**src/rtl/dreq_pkg.sv**
```systemverilog
package dreq_pkg;
    typedef enum logic [1:0] {
        ST_IDLE   = 2'd0,
        ST_DRAIN  = 2'd1,
        ST_FINISH = 2'd2
    } drain_state_e;

    localparam logic [1:0] SEL_CTRL = 2'd0;
    localparam logic [1:0] SEL_LEN  = 2'd1;
    localparam logic [1:0] SEL_FIFO = 2'd2;

    localparam int BIT_REQ  = 0;
    localparam int BIT_DMA  = 1;
    localparam int BIT_RV   = 2;
    localparam int BIT_FULL = 7;

    localparam logic [1:0] MODE_REQ_DRIVEN = 2'b01;
endpackage

```
**src/rtl/dreq_host_regs.sv**
```systemverilog
module dreq_host_regs
    import dreq_pkg::*;
#(
    parameter int DATA_W = 16
) (
    input  logic              clk,
    input  logic              rst_n,
    input  logic              host_we,
    input  logic [1:0]        host_addr,
    input  logic [DATA_W-1:0] host_wdata,
    input  logic              req_clr,
    input  logic              fifo_full,
    output logic [DATA_W-1:0] host_rdata,
    output logic              req_en,
    output logic              fifo_wr_req
);
    logic dma_bit;
    logic rv_bit;
    logic [DATA_W-1:0] len_q;
    logic ctrl_wr;

    assign ctrl_wr     = host_we && (host_addr == SEL_CTRL);
    assign fifo_wr_req = host_we && (host_addr == SEL_FIFO) && req_en;

    always_ff @(posedge clk) begin
        if (!rst_n) begin
            req_en  <= 1'b0;
            dma_bit <= 1'b0;
            rv_bit  <= 1'b0;
            len_q   <= '0;
        end else begin
            if (ctrl_wr) begin
                req_en  <= host_wdata[BIT_REQ];
                dma_bit <= host_wdata[BIT_DMA];
                rv_bit  <= host_wdata[BIT_RV];
            end
            if (req_clr) begin
                req_en <= 1'b0;
            end
            if (host_we && (host_addr == SEL_LEN)) begin
                len_q <= host_wdata;
            end
        end
    end

    always_comb begin
        host_rdata = '0;
        unique case (host_addr)
            SEL_CTRL: begin
                host_rdata[BIT_REQ]  = req_en;
                host_rdata[BIT_DMA]  = dma_bit;
                host_rdata[BIT_RV]   = rv_bit;
                host_rdata[BIT_FULL] = fifo_full;
            end
            SEL_LEN:  host_rdata = len_q;
            default:  host_rdata = '0;
        endcase
    end
endmodule

```
**src/rtl/dreq_fifo.sv**
```systemverilog
module dreq_fifo #(
    parameter int DATA_W = 16,
    parameter int DEPTH  = 8,
    parameter int PTR_W  = $clog2(DEPTH + 1),
    parameter int IDX_W  = (DEPTH > 1) ? $clog2(DEPTH) : 1
) (
    input  logic              clk,
    input  logic              rst_n,
    input  logic              wr_req,
    input  logic [DATA_W-1:0] wr_data,
    input  logic              block,
    input  logic              clear,
    input  logic [IDX_W-1:0]  rd_idx,
    output logic [DATA_W-1:0] rd_data,
    output logic [PTR_W-1:0]  level,
    output logic              full
);
    localparam logic [PTR_W-1:0] LEVEL_MAX = PTR_W'(DEPTH);

    logic [DATA_W-1:0] entry [DEPTH];
    logic push;

    assign push = wr_req && !block && !full;

    for (genvar g = 0; g < DEPTH; g++) begin : g_entry
        always_ff @(posedge clk) begin
            if (!rst_n) begin
                entry[g] <= '0;
            end else if (push && (level[IDX_W-1:0] == IDX_W'(g))) begin
                entry[g] <= wr_data;
            end
        end
    end

    always_ff @(posedge clk) begin
        if (!rst_n) begin
            level <= '0;
            full  <= 1'b0;
        end else if (clear) begin
            level <= '0;
            full  <= 1'b0;
        end else if (push) begin
            level <= level + PTR_W'(1);
            full  <= (level + PTR_W'(1)) == LEVEL_MAX;
        end
    end

    assign rd_data = entry[rd_idx];
endmodule

```
**src/rtl/dreq_drain_fsm.sv**
```systemverilog
module dreq_drain_fsm
    import dreq_pkg::*;
#(
    parameter int DATA_W  = 16,
    parameter int ADDR_W  = 32,
    parameter int CFG_W   = 32,
    parameter int COUNT_W = 24,
    parameter int PTR_W   = 4,
    parameter int IDX_W   = 3,
    parameter int BURST   = 4
) (
    input  logic               clk,
    input  logic               rst_n,
    input  logic               ch_start,
    input  logic [ADDR_W-1:0]  ch_dst_in,
    input  logic [CFG_W-1:0]   ch_count_in,
    input  logic [1:0]         ch_mode,
    input  logic               dma_global_en,
    input  logic [PTR_W-1:0]   level,
    input  logic [DATA_W-1:0]  rd_data,
    output logic [IDX_W-1:0]   rd_idx,
    output logic               busy,
    output logic               fifo_clear,
    output logic               req_clr,
    output logic               wr_valid,
    output logic [ADDR_W-1:0]  wr_addr,
    output logic [DATA_W-1:0]  wr_data,
    output logic [COUNT_W-1:0] ch_count,
    output logic               ch_end
);
    localparam logic [PTR_W-1:0] BURST_MASK = PTR_W'(BURST - 1);
    localparam logic [CFG_W-1:0] CNT_MASK   = CFG_W'((64'd1 << COUNT_W) - 64'd1);

    drain_state_e state, state_nx;
    logic [PTR_W-1:0]  idx;
    logic [ADDR_W-1:0] dst;
    logic              burst_ready;
    logic              more;
    logic              last_word;
    logic              cnt_zero;

    assign cnt_zero    = (ch_count == '0);
    assign burst_ready = (level != '0) && ((level & BURST_MASK) == '0)
                         && (ch_mode == MODE_REQ_DRIVEN) && dma_global_en
                         && !ch_start;
    assign more        = (idx < level) && !cnt_zero;
    assign last_word   = ((idx + PTR_W'(1)) == level) || (ch_count == COUNT_W'(1));

    // state register
    always_ff @(posedge clk) begin
        if (!rst_n) state <= ST_IDLE;
        else        state <= state_nx;
    end

    // transitions: burst-ready, drain-done, wrap-up
    always_comb begin
        state_nx = state;
        unique case (state)
            ST_IDLE:   if (burst_ready) state_nx = ST_DRAIN;
            ST_DRAIN:  if (!more || last_word) state_nx = ST_FINISH;
            ST_FINISH: state_nx = ST_IDLE;
            default:   state_nx = ST_IDLE;
        endcase
    end

    // outputs
    always_comb begin
        wr_valid   = 1'b0;
        fifo_clear = 1'b0;
        req_clr    = 1'b0;
        busy       = 1'b1;
        unique case (state)
            ST_IDLE:   busy = 1'b0;
            ST_DRAIN:  wr_valid = more;
            ST_FINISH: begin
                fifo_clear = 1'b1;
                req_clr    = cnt_zero;
            end
            default:   busy = 1'b0;
        endcase
    end

    assign rd_idx  = idx[IDX_W-1:0];
    assign wr_addr = dst;
    assign wr_data = rd_data;

    // channel datapath
    always_ff @(posedge clk) begin
        if (!rst_n) begin
            idx      <= '0;
            dst      <= '0;
            ch_count <= '0;
            ch_end   <= 1'b0;
        end else begin
            unique case (state)
                ST_IDLE: begin
                    idx <= '0;
                    if (ch_start) begin
                        dst      <= ch_dst_in;
                        ch_count <= COUNT_W'(ch_count_in & CNT_MASK);
                        ch_end   <= 1'b0;
                    end
                end
                ST_DRAIN: begin
                    if (more) begin
                        idx      <= idx + PTR_W'(1);
                        dst      <= dst + ADDR_W'(2);
                        ch_count <= ch_count - COUNT_W'(1);
                    end
                end
                ST_FINISH: begin
                    idx <= '0;
                    if (cnt_zero) ch_end <= 1'b1;
                end
                default: idx <= '0;
            endcase
        end
    end
endmodule

```
**src/rtl/dreq_dma_bridge.sv**
```systemverilog
module dreq_dma_bridge #(
    parameter int DATA_W  = 16,
    parameter int ADDR_W  = 32,
    parameter int CFG_W   = 32,
    parameter int COUNT_W = 24,
    parameter int DEPTH   = 8,
    parameter int BURST   = 4
) (
    input  logic               clk,
    input  logic               rst_n,
    input  logic               host_we,
    input  logic [1:0]         host_addr,
    input  logic [DATA_W-1:0]  host_wdata,
    output logic [DATA_W-1:0]  host_rdata,
    input  logic               ch_start,
    input  logic [ADDR_W-1:0]  ch_dst_in,
    input  logic [CFG_W-1:0]   ch_count_in,
    input  logic [1:0]         ch_mode,
    input  logic               dma_global_en,
    output logic               dma_wr_valid,
    output logic [ADDR_W-1:0]  dma_wr_addr,
    output logic [DATA_W-1:0]  dma_wr_data,
    output logic [COUNT_W-1:0] ch_count,
    output logic               ch_end
);
    localparam int PTR_W = $clog2(DEPTH + 1);
    localparam int IDX_W = (DEPTH > 1) ? $clog2(DEPTH) : 1;

    logic              req_en;
    logic              req_clr;
    logic              fifo_wr_req;
    logic              fifo_full;
    logic              fifo_clear;
    logic              drain_busy;
    logic [PTR_W-1:0]  fifo_level;
    logic [IDX_W-1:0]  rd_idx;
    logic [DATA_W-1:0] rd_data;

    dreq_host_regs #(.DATA_W(DATA_W)) u_regs (
        .clk        (clk),
        .rst_n      (rst_n),
        .host_we    (host_we),
        .host_addr  (host_addr),
        .host_wdata (host_wdata),
        .req_clr    (req_clr),
        .fifo_full  (fifo_full),
        .host_rdata (host_rdata),
        .req_en     (req_en),
        .fifo_wr_req(fifo_wr_req)
    );

    dreq_fifo #(
        .DATA_W(DATA_W), .DEPTH(DEPTH), .PTR_W(PTR_W), .IDX_W(IDX_W)
    ) u_fifo (
        .clk    (clk),
        .rst_n  (rst_n),
        .wr_req (fifo_wr_req),
        .wr_data(host_wdata),
        .block  (drain_busy),
        .clear  (fifo_clear),
        .rd_idx (rd_idx),
        .rd_data(rd_data),
        .level  (fifo_level),
        .full   (fifo_full)
    );

    dreq_drain_fsm #(
        .DATA_W(DATA_W), .ADDR_W(ADDR_W), .CFG_W(CFG_W), .COUNT_W(COUNT_W),
        .PTR_W(PTR_W), .IDX_W(IDX_W), .BURST(BURST)
    ) u_fsm (
        .clk          (clk),
        .rst_n        (rst_n),
        .ch_start     (ch_start),
        .ch_dst_in    (ch_dst_in),
        .ch_count_in  (ch_count_in),
        .ch_mode      (ch_mode),
        .dma_global_en(dma_global_en),
        .level        (fifo_level),
        .rd_data      (rd_data),
        .rd_idx       (rd_idx),
        .busy         (drain_busy),
        .fifo_clear   (fifo_clear),
        .req_clr      (req_clr),
        .wr_valid     (dma_wr_valid),
        .wr_addr      (dma_wr_addr),
        .wr_data      (dma_wr_data),
        .ch_count     (ch_count),
        .ch_end       (ch_end)
    );
endmodule

```
**config.mk**
```make
export PLATFORM = sky130hd
export DESIGN_NAME = dreq_dma_bridge
export DESIGN_NICKNAME = d
export VERILOG_FILES = /design/src/rtl/dreq_pkg.sv /design/src/rtl/dreq_host_regs.sv /design/src/rtl/dreq_fifo.sv /design/src/rtl/dreq_drain_fsm.sv /design/src/rtl/dreq_dma_bridge.sv
export SDC_FILE = /design/constraint.sdc
export NUM_CORES = 1
export LEC_CHECK = 0
export BUFFER_PORTS_ARGS = -buffer_cell sky130_fd_sc_hd__buf_2
export CORE_MARGIN = 4
export CORE_UTILIZATION = 30
export CTS_CLUSTER_DIAMETER = 200
export DETAILED_ROUTE_END_ITERATION = 8
export RECOVER_POWER = 100
export SYNTH_ARGS = -nofsm -noshare
export SYNTH_HDL_FRONTEND = slang
export SYNTH_SLANG_ARGS = --single-unit
export TNS_END_PERCENT = 5
```
**constraint.sdc**
```tcl
create_clock -name clk -period 4.6 [get_ports clk]
set_clock_uncertainty 0.2 [all_clocks]
set_input_delay 0.46 -clock clk [delete_from_list [all_inputs] [get_ports clk]]
set_output_delay 0.46 -clock clk [all_outputs]
set_load 0.005 [all_outputs]
```
==> results of run 1 <==
-- metrics by stage --
stage	hold slack [ps]	setup slack [ps]	instances	instance area (um^2)
3_5_place_dp	247.7	1341	1646	12400
6_report	35.22	899.5	1700	13200
3_3_place_gp	240.6	1436	1646	12400
4_1_cts	3.917	1162	1699	13310
2_1_floorplan	231.7	2061	1068	11170
5_1_grt	37.55	655.2	1699	13200
-- worst max-delay path by stage --
| stage | startpoint | end | slack (ps) |
|---|---|---|---|
| 6_report | u_fsm.ch_count[16] | dma_wr_valid | 900 |
| 5_1_grt | flop | dma_wr_data[1] | 660 |
| 4_1_cts | flop | dma_wr_data[1] | 1160 |
| 3_5_place_dp | u_fsm.state[0] | u_fifo.entry[5][6] | 1340 |
| 3_3_place_gp | u_fsm.state[0] | u_fifo.entry[5][14] | 1440 |
| 2_1_floorplan | u_fifo.level[2] | u_fsm.ch_count[17] | 2060 |
-- sequential cells by signal, indices dropped and copies added, names as in the netlist, named ones only --
name,flops
u_regs.req_en,1
u_fsm.ch_end,1
u_fsm.state,2
u_fifo.entry,128
u_fsm.ch_count,24
u_fsm.wr_addr,32
u_regs.dma_bit,1
u_regs.len_q,16
u_fifo.level,4
u_fifo.full,1
u_regs.rv_bit,1
u_fsm.idx,4
-- metal layers --
metal,vias to the layer above,part of all wire [%],global-route usage [%]
li1,4257,-,-
met1,4461,42,21.85
met2,345,48,26.90
met3,59,7.9,4.039
met4,4,2.0,3.614
met5,-,0.099,0
-- power breakdown --
group	switching, mW	internal, mW	total [mW]
Clock	0.833	1.19	2.03
Sequential	0.0605	2.14	2.20
Combinational	0.218	0.135	0.354
-- cells in the final DEF (no fill, tap or decap), drive strengths merged, types with 37 or more instances in the layout --
master,instances
clkbuf,99
and3,63
buf,122
dfxtp,90
a21oi,70
o21ai,37
edfxtp,128
nand2,131
nor2,51
and2,97
-- final cells by class --
class	count	area, um^2	area share (%)
Sequential cell	218	5647	42.78
Timing Repair Buffer	191	932.1	7.062
Inverter	18	67.56	0.5119
Antenna cell	1	2.502	0.01896
Clock buffer	37	750.7	5.688
Clock inverter	9	90.09	0.6825
Multi-Input combinational cell	758	5124	38.82
Tap cell	468	585.6	4.436
-- kinds of logic after synthesis --
group / after synthesis
AO/OA/AOI/OAI: 199
XOR/XNOR: 10
adder cells (fa/ha/maj): 19
buffers and inverters: 92
flip-flops: 218
multiplexers: 60
AND/OR/NAND/NOR: 470
-- worst max-delay path, cell delays in order (launching register included) --
cell and delay (ps):
dfxtp_1 380, nor4_1 840, and4b_4 420, and4_1 560, nor3_1 130, clkbuf_1 170
==> flow_summary.toml, run 1 <==
[clock_tree]
clk_pin_slew_ps = 60
clockRootBuffer = "clkbuf_16"
hold_buffers = 7
post-cts-setup-buffers = 0
clk-insertion-delay-late_ps = 530
cts_max_path_buffers = 3
cts_max_level = 1
numCtsBuffers = 25
cts_tree = "yes"
clock-sinks = 218
cts_resized = 0

[layout]
nets = 1320
drive_gt1_share_pct = 18.36
final_util_pct = 35.97
area_growth_pct = 18.20
fill_cells = 3669

[die]
die_y_um = 200.9
ios = 179
dieArea_um2 = 40370
start_util_pct = 30.43
die_x_um = 200.9
fp-row-count = 70
core-area_um2 = 36700

[sta]
maxSlewViolCount = 49
fmax_mhz = 270.2
worst_slew_pin_slew_ps = 1808
hold_viol = 0
fin_crit_sh_pct = 80.44
finalSetupViolations = 0
finalSetupTns_ps = 0
finalCriticalPeriod_ps = 3700
rsz0062_at_grt = "false"
relSlewSlack_pct = -20.55

[worst_hold_path]
hp-start = "ch_count_in[1]"
min_path_cells = 3
hold_end = "u_fsm.ch_count[1]"
hp-class = "in -> reg"

[power]
leakage_nw = 4.913
powerDensity_nw_per_um2 = 346.6
total_power_mw = 4.575
peakVddDrop_mv = 0.2225

[logic_synthesis]
yosysSeqAreaShare_pct = 50.55
synth_xor_area_share_pct = 0.9188
syn_inst = 1068
synth_top_family_by_area = "simple AND/OR/NAND/NOR gates"
synth_edf_count = 128
synth-main-ff-cell = "edfxtp_1"
synth.area.top_cells = "edfxtp_1 34%, dfxtp_1 16%, mux4_2 6.5%, and2_1 5.4%, nand2_1 4.4%"
synth_mux_area_share_pct = 9.154
syn_area_um2 = 11170
synth.distinct_cells = 70
ys_ff_latch = 218
yosys-top-cells-count = "131 x nand2_1, 128 x edfxtp_1, 97 x and2_1, 90 x dfxtp_1, 70 x a21oi_1"
synth_fp_nets = 1176
yosysMostFrequentCell = "nand2_1"
synth_warnings = 0
yosys.area_share.adder_pct = 2.129
yosysTopAreaCellShare_pct = 34.42
synth-compound-area-share_pct = 11.32
syn_avg_cell_area_um2 = 10.46
synth_top_cell_by_area = "edfxtp_1"
async_flop_share_pct = 0
yosys.area_share.simple_pct = 22.44

[placed_design]
place.gp.congestion = 0.8843
dp_hpwl_um = 22690
port_buffers = 170

[global_route]
grt_pass1_vias = 9210
grt_max_degree = 73
track_usage_pct = 16.32
antenna_found_initial = 3
overflow = 0
grt_pass1_wl_um = 53320

[setup_path]
worst_ep_arrival_time_ps = 3040
crit_path_end_kind = "primary output"
required_ps = 3940
r2r_start = "u_fsm.state[1]"
r2r-end = "u_fsm.wr_addr[17]"
worstPathMaxFanout = 10
critPathLaunchType = "flop"
path_class = "reg -> out"
r2r_slack_ps = 1040
reg2reg_depth = 9

[job]
drv_cap = 1

[route]
vias = 9126
firstDrtPassIters = 5
vias_per_cell = 5.368
drc = 0
detail-route-antenna-nets = 0
wl_um = 34300
dr.first_iter.drc_count = 667
routedWlPerCell_um = 20.17

[run_status]
status = "finished with violations"
violations = "max-capacitance violations, max-slew violations"
(Power assumes the default switching activity.)
==> inputs of run 2 (changes only) <==
--- a/config.mk
+++ b/config.mk
@@ -5,6 +5,7 @@
 export SDC_FILE = /design/constraint.sdc
 export NUM_CORES = 1
 export LEC_CHECK = 0
+export ABC_AREA = 1
 export BUFFER_PORTS_ARGS = -buffer_cell sky130_fd_sc_hd__buf_2
 export CORE_MARGIN = 4
 export CORE_UTILIZATION = 30
==> constraint.sdc (replaced) <==
create_clock -name clk -period 3.05 [get_ports clk]
set_clock_uncertainty 0.2 [all_clocks]
set_input_delay 0.305 -clock clk [delete_from_list [all_inputs] [get_ports clk]]
set_output_delay 0.305 -clock clk [all_outputs]
set_load 0.005 [all_outputs]
==> flow_summary.toml, run 2 <==
[layout]
largest_register_ffs = 128
nets = 1811
area_growth_pct = 24.12
drive_gt1_share_pct = 12.20
layout_common_cells = "401 x nor2_1, 235 x nand2_1, 145 x o21ai_0"
multi_input_area_um2 = 5035
fill_cells = 3875
top_register = "u_fifo.entry"
final_common_cell = "nor2_1"
final-seq-area_um2 = 5647

[die]
die_y_um = 203.0
ios = 179
die_x_um = 203.0
core-area_um2 = 37580
fp-row-count = 71
start_util_pct = 30.34
dieArea_um2 = 41190

[clock_tree]
post-cts-setup-buffers = 0
clock-sinks = 218
cts_max_level = 1
clk-insertion-delay-late_ps = 530
numCtsBuffers = 24
clk_pin_slew_ps = 60
clockRootBuffer = "clkbuf_16"
cts_tree = "yes"
cts_max_path_buffers = 3

[placed_design]
dp_hpwl_um = 23440
place.gp.congestion = 0.8829
port_buffers = 170
place_ws_ps = 512.4

[logic_synthesis]
synth.area.top_cells = "edfxtp_1 34%, dfxtp_1 16%, nor2_1 13%, nand2_1 7.7%, o21ai_0 6.3%"
synth_top_family_by_area = "simple AND/OR/NAND/NOR gates"
yosysTopAreaCellShare_pct = 33.71
syn_area_um2 = 11400
syn_inst = 1473
synth.distinct_cells = 37
synth-main-ff-cell = "edfxtp_1"
yosys.area_share.simple_pct = 27.98
synth_mux_area_share_pct = 0.6145
synth-compound-area-share_pct = 12.42
synth_warnings = 0
yosysSeqAreaShare_pct = 49.51
yosys.area_share.adder_pct = 2.085
synth_top_cell_by_area = "edfxtp_1"
ys_ff_latch = 218
syn_avg_cell_area_um2 = 7.741
yosysMostFrequentCell = "nor2_1"
yosys-top-cells-count = "400 x nor2_1, 235 x nand2_1, 144 x o21ai_0, 128 x edfxtp_1, 103 x inv_1"
async_flop_share_pct = 0
synth_edf_count = 128
synth_xor_area_share_pct = 0.9986
synth_fp_nets = 1581

[route]
detail-route-antenna-nets = 0
drc = 0
routedWlPerCell_um = 15.48
wl_um = 34580
dr.first_iter.drc_count = 667
vias_per_cell = 4.813
firstDrtPassIters = 5
vias = 10753

[sta]
maxSlewViolCount = 0
relSlewSlack_pct = 21.20
worst_slew_pin_slew_ps = 1182
hold_viol = 0
fin_crit_sh_pct = 90.81
finalSetupTns_ps = 0
finalWorstSetupSlack_ps = 280.4
finalSetupViolations = 0
fmax_mhz = 361.1
rsz0062_at_grt = "false"
finalCriticalPeriod_ps = 2770

[power]
powerDensity_nw_per_um2 = 665.8
leakage_nw = 5.794
peakVddDrop_mv = 0.4340

[global_route]
track_usage_pct = 16.44
grt_pass1_vias = 10545
overflow = 0
grt_pass1_wl_um = 55780
grt_max_degree = 63
antenna_found_initial = 2

[setup_path]
critPathLaunchType = "flop"
required_ps = 2540
worst_ep_arrival_time_ps = 2260
worstPathMaxFanout = 5
crit_path_end_kind = "primary output"
path_class = "reg -> out"

[job]
drv_cap = 0

[worst_hold_path]
hp-class = "in -> reg"

[run_status]
status = "finished clean"
-- run 2: cell count changes after synthesis, sizes merged, moves of 12 or more --
cell	before	now
a31oi	10	22
and2	97	0
and3	63	0
inv	18	107
mux2	17	0
mux4	32	0
nand2	131	237
nand3	27	69
nand3b	2	14
nor2	51	409
nor3	28	3
nor4	16	0
o21ai	37	145
or2	4	21
-- run 2: power breakdown --
group / internal, mW / total [mW] / switching, mW
combinational: 1.02 / 2.76 / 1.74
sequential: 3.47 / 3.95 / 0.473
clock: 1.53 / 2.71 / 1.18
-- run 2: what timing repair did --
item	CTS	global route
gates resized for setup	0	0
hold endpoints to repair	70	0
hold buffers	70	0
setup endpoints to repair	0	0
-- run 2: per-layer routing --
metal / vias to the layer above / track usage [%] / part of all wire [%]
met4: 0 / 3.540 / 1.6
met2: 329 / 28.90 / 49
met1: 5043 / 21.13 / 43
li1: 5333 / - / -
met3: 48 / 3.115 / 6.7
met5: - / 0 / 0
-- run 2: per-stage QoR --
stage / instance area (um^2) / power [mW] / utilization, % / hold WS (ps) / std cells
after global routing: 14150 / 10.05 / 37.66 / 50.90 / 2234
after floorplan: 11400 / 5.828 / - / 224.5 / 1473
after detailed placement: 12860 / 6.740 / 34.22 / 243.9 / 2118
after global placement: 12860 / 6.689 / 34.22 / 235.6 / 2118
final: 14150 / 9.423 / 37.66 / 28.11 / 2234
after CTS: 14290 / 9.530 / 38.02 / 4.107 / 2232
-- run 2: worst paths after layout --
kind | startpoint | end | slack, ps | cells past startpoint
setup reg to reg | u_fsm.state[0] | u_fifo.entry[1][2] | 300 | 6
setup / recovery | u_fifo.level[1] | dma_wr_valid | 280 | 8
hold reg to reg | u_regs.len_q[11] | u_regs.len_q[11] | 250 | 2
hold / removal | ch_dst_in[3] | u_fsm.wr_addr[3] | 30 | 5
-- run 2: layout make-up --
cell class	instances	share of cell area [%]
clock buffer	35	4.748
inverter	111	2.944
clock inverter	9	0.3978
tap	511	4.518
sequential	218	39.90
antenna	2	0.03536
multi-input combinational	1075	35.58
timing repair buffer	273	11.88
-- run 2: kinds of logic (layout without fill, tap and decap cells) --
family	Yosys count	count (layout)
AO/OA/AOI/OAI	269	269
XOR/XNOR	13	13
adder cells (fa/ha/maj)	19	19
buffers and inverters	180	428
flip-flops	218	218
multiplexers	7	7
other	0	2
AND/OR/NAND/NOR	767	767
-- run 2: worst max-delay path: stages (launching register included) --
cell      delay, ps
dfxtp_1         400
inv_1           130
ha_1            310
inv_1            50
o21bai_1         60
a21boi_0        360
nand3_1         160
inv_1           130
clkbuf_1        150
==> inputs of run 3 (changes only) <==
--- a/config.mk
+++ b/config.mk
@@ -5,7 +5,6 @@
 export SDC_FILE = /design/constraint.sdc
 export NUM_CORES = 1
 export LEC_CHECK = 0
-export ABC_AREA = 1
 export BUFFER_PORTS_ARGS = -buffer_cell sky130_fd_sc_hd__buf_2
 export CORE_MARGIN = 4
 export CORE_UTILIZATION = 30
==> flow_summary.toml, run 3 (synthesized netlist as in run 1, its figures left out) <==
[run_status]
status = "finished clean"

[global_route]
grt_max_degree = 62
grt_pass1_vias = 9731
overflow = 0
grt_pass1_wl_um = 55120
track_usage_pct = 16.72
antenna_found_initial = 1

[layout]
antenna_cells = 0
top_register = "u_fifo.entry"
fill_cells = 3651
layout_common_cells = "131 x nand2_1, 128 x edfxtp_1, 111 x buf_2"
nets = 1417
area_growth_pct = 25.39
final_common_cell = "nand2_1"
drive_gt1_share_pct = 19.11
final-seq-area_um2 = 5645
multi_input_area_um2 = 5126
largest_register_ffs = 128
stdcell_area_um2 = 14000

[clock_tree]
clock-sinks = 218
clockRootBuffer = "clkbuf_16"
cts_max_level = 1
cts_max_path_buffers = 3
post-cts-setup-buffers = 0
numCtsBuffers = 26
clk_pin_slew_ps = 60
clk-insertion-delay-late_ps = 530
cts_tree = "yes"

[setup_path]
crit_path_end_kind = "primary output"
path_class = "reg -> out"
cp_cell_sequence = "buf_6 > mux4_2 > mux2_1 > buf_2"
r2r-end = "u_fsm.wr_addr[1]"
cpMaxStageDelayCell = "mux4_2"
worst_ep_arrival_time_ps = 2360
max_stage_delay_ps = 590
r2r_start = "u_fsm.ch_count[13]"
critPathLaunchType = "flop"
required_ps = 2540
r2r_slack_ps = 200
reg2reg_depth = 7
worstPathMaxFanout = 32

[placed_design]
place_area_um2 = 12680
place.gp.congestion = 0.8741
dp_hpwl_um = 23260
port_buffers = 170

[sta]
finalSetupViolations = 0
maxSlewViolCount = 0
fmax_mhz = 349.0
finalCriticalPeriod_ps = 2866
finalSetupTns_ps = 0
worst_slew_pin_slew_ps = 1103
fin_crit_sh_pct = 93.96
relSlewSlack_pct = 26.23
rsz0062_at_grt = "false"
hold_viol = 0

[die]
start_util_pct = 30.43
core-area_um2 = 36700
die_x_um = 200.9
die_y_um = 200.9
ios = 179
fp-row-count = 70
dieArea_um2 = 40370

[route]
wl_um = 34920
firstDrtPassIters = 7
drc = 0
vias = 9358
dr.first_iter.drc_count = 558
routedWlPerCell_um = 19.43
detail-route-antenna-nets = 0
vias_per_cell = 5.208

[power]
peakVddDrop_mv = 0.3235
powerDensity_nw_per_um2 = 490.9
leakage_nw = 5.297

[worst_hold_path]
min_path_cells = 4
hp-class = "in -> reg"
hp-start = "ch_dst_in[30]"
hold_end = "u_fsm.wr_addr[30]"

[job]
drv_cap = 0
## run 3: changes by cell type in the layout (fill, tap and decap cells not counted), sizes merged, moves of 63 or more
cell / delta
o21ai: -108
and3: +63
nand2: -106
and2: +97
nor2: -358
inv: -90
## run 3: final cells by class
cell class | instances | area share (%)
multi-input cells | 758 | 36.61
flip-flops and latches | 218 | 40.32
clock buffers | 41 | 5.478
inverters | 18 | 0.4825
clock inverters | 7 | 0.3485
well taps | 468 | 4.182
repair buffers | 287 | 12.58
## run 3: per-stage QoR
stage          cells  utilization (%)  hold WS (ps)  worst slack [ps]  power (mW)
5_1_grt         1797            38.16         31.28             33.75       7.133
6_report        1797            38.16         20.09             184.3       6.874
3_5_place_dp    1681            34.57         246.4             271.6       3.943
3_3_place_gp    1681            34.57         239.0             296.0       3.932
4_1_cts         1797            38.64         4.789             119.4       6.961
2_1_floorplan   1068                -         227.0             511.3       3.643
## run 3: layer usage
layer,GRT usage (%),share of wire (%),routed length [um],vias up
met5,0,0.026,9,-
met2,28.22,48,16690,320
met1,21.96,42,14800,4520
met4,4.056,2.2,783,2
met3,3.683,7.6,2639,62
li1,-,-,-,4454
## run 3: worst max-delay path by stage
stage / start / end / slack, ps / cells past startpoint
final: flop / dma_wr_data[1] / 180 / 4
after global routing: u_fifo.level[1] / u_fsm.ch_count[17] / 30 / 9
after CTS: u_fifo.level[1] / dma_wr_valid / 120 / 9
after detailed placement: u_fifo.level[1] / u_fsm.wr_addr[17] / 270 / 8
after global placement: u_fifo.level[1] / u_fsm.wr_addr[17] / 300 / 8
after floorplan: u_fifo.level[2] / u_fsm.ch_count[17] / 510 / 9
## run 3: worst max-delay path: cells and delay by family (launching register included)
| kind | cells | cell delay [ps] |
|---|---|---|
| multiplexers | 2 | 950 |
| buffers and inverters | 2 | 550 |
| flip-flops | 1 | 320 |
## run 3: what timing repair did
| action | 4_1_cts | 5_1_grt |
|---|---|---|
| endpoints found under the hold margin | 110 | 0 |
| hold buffers | 68 | 0 |
| gates resized for setup | 0 | 1 |
| setup endpoints to repair | 0 | 1 |
## run 3: where the power goes
| group | internal (mW) | leakage (nW) | switching (mW) |
|---|---|---|---|
| registers | 3.22 | 2.06 | 0.0866 |
| logic | 0.267 | 2.84 | 0.354 |
| clock network | 1.72 | 0.401 | 1.22 |
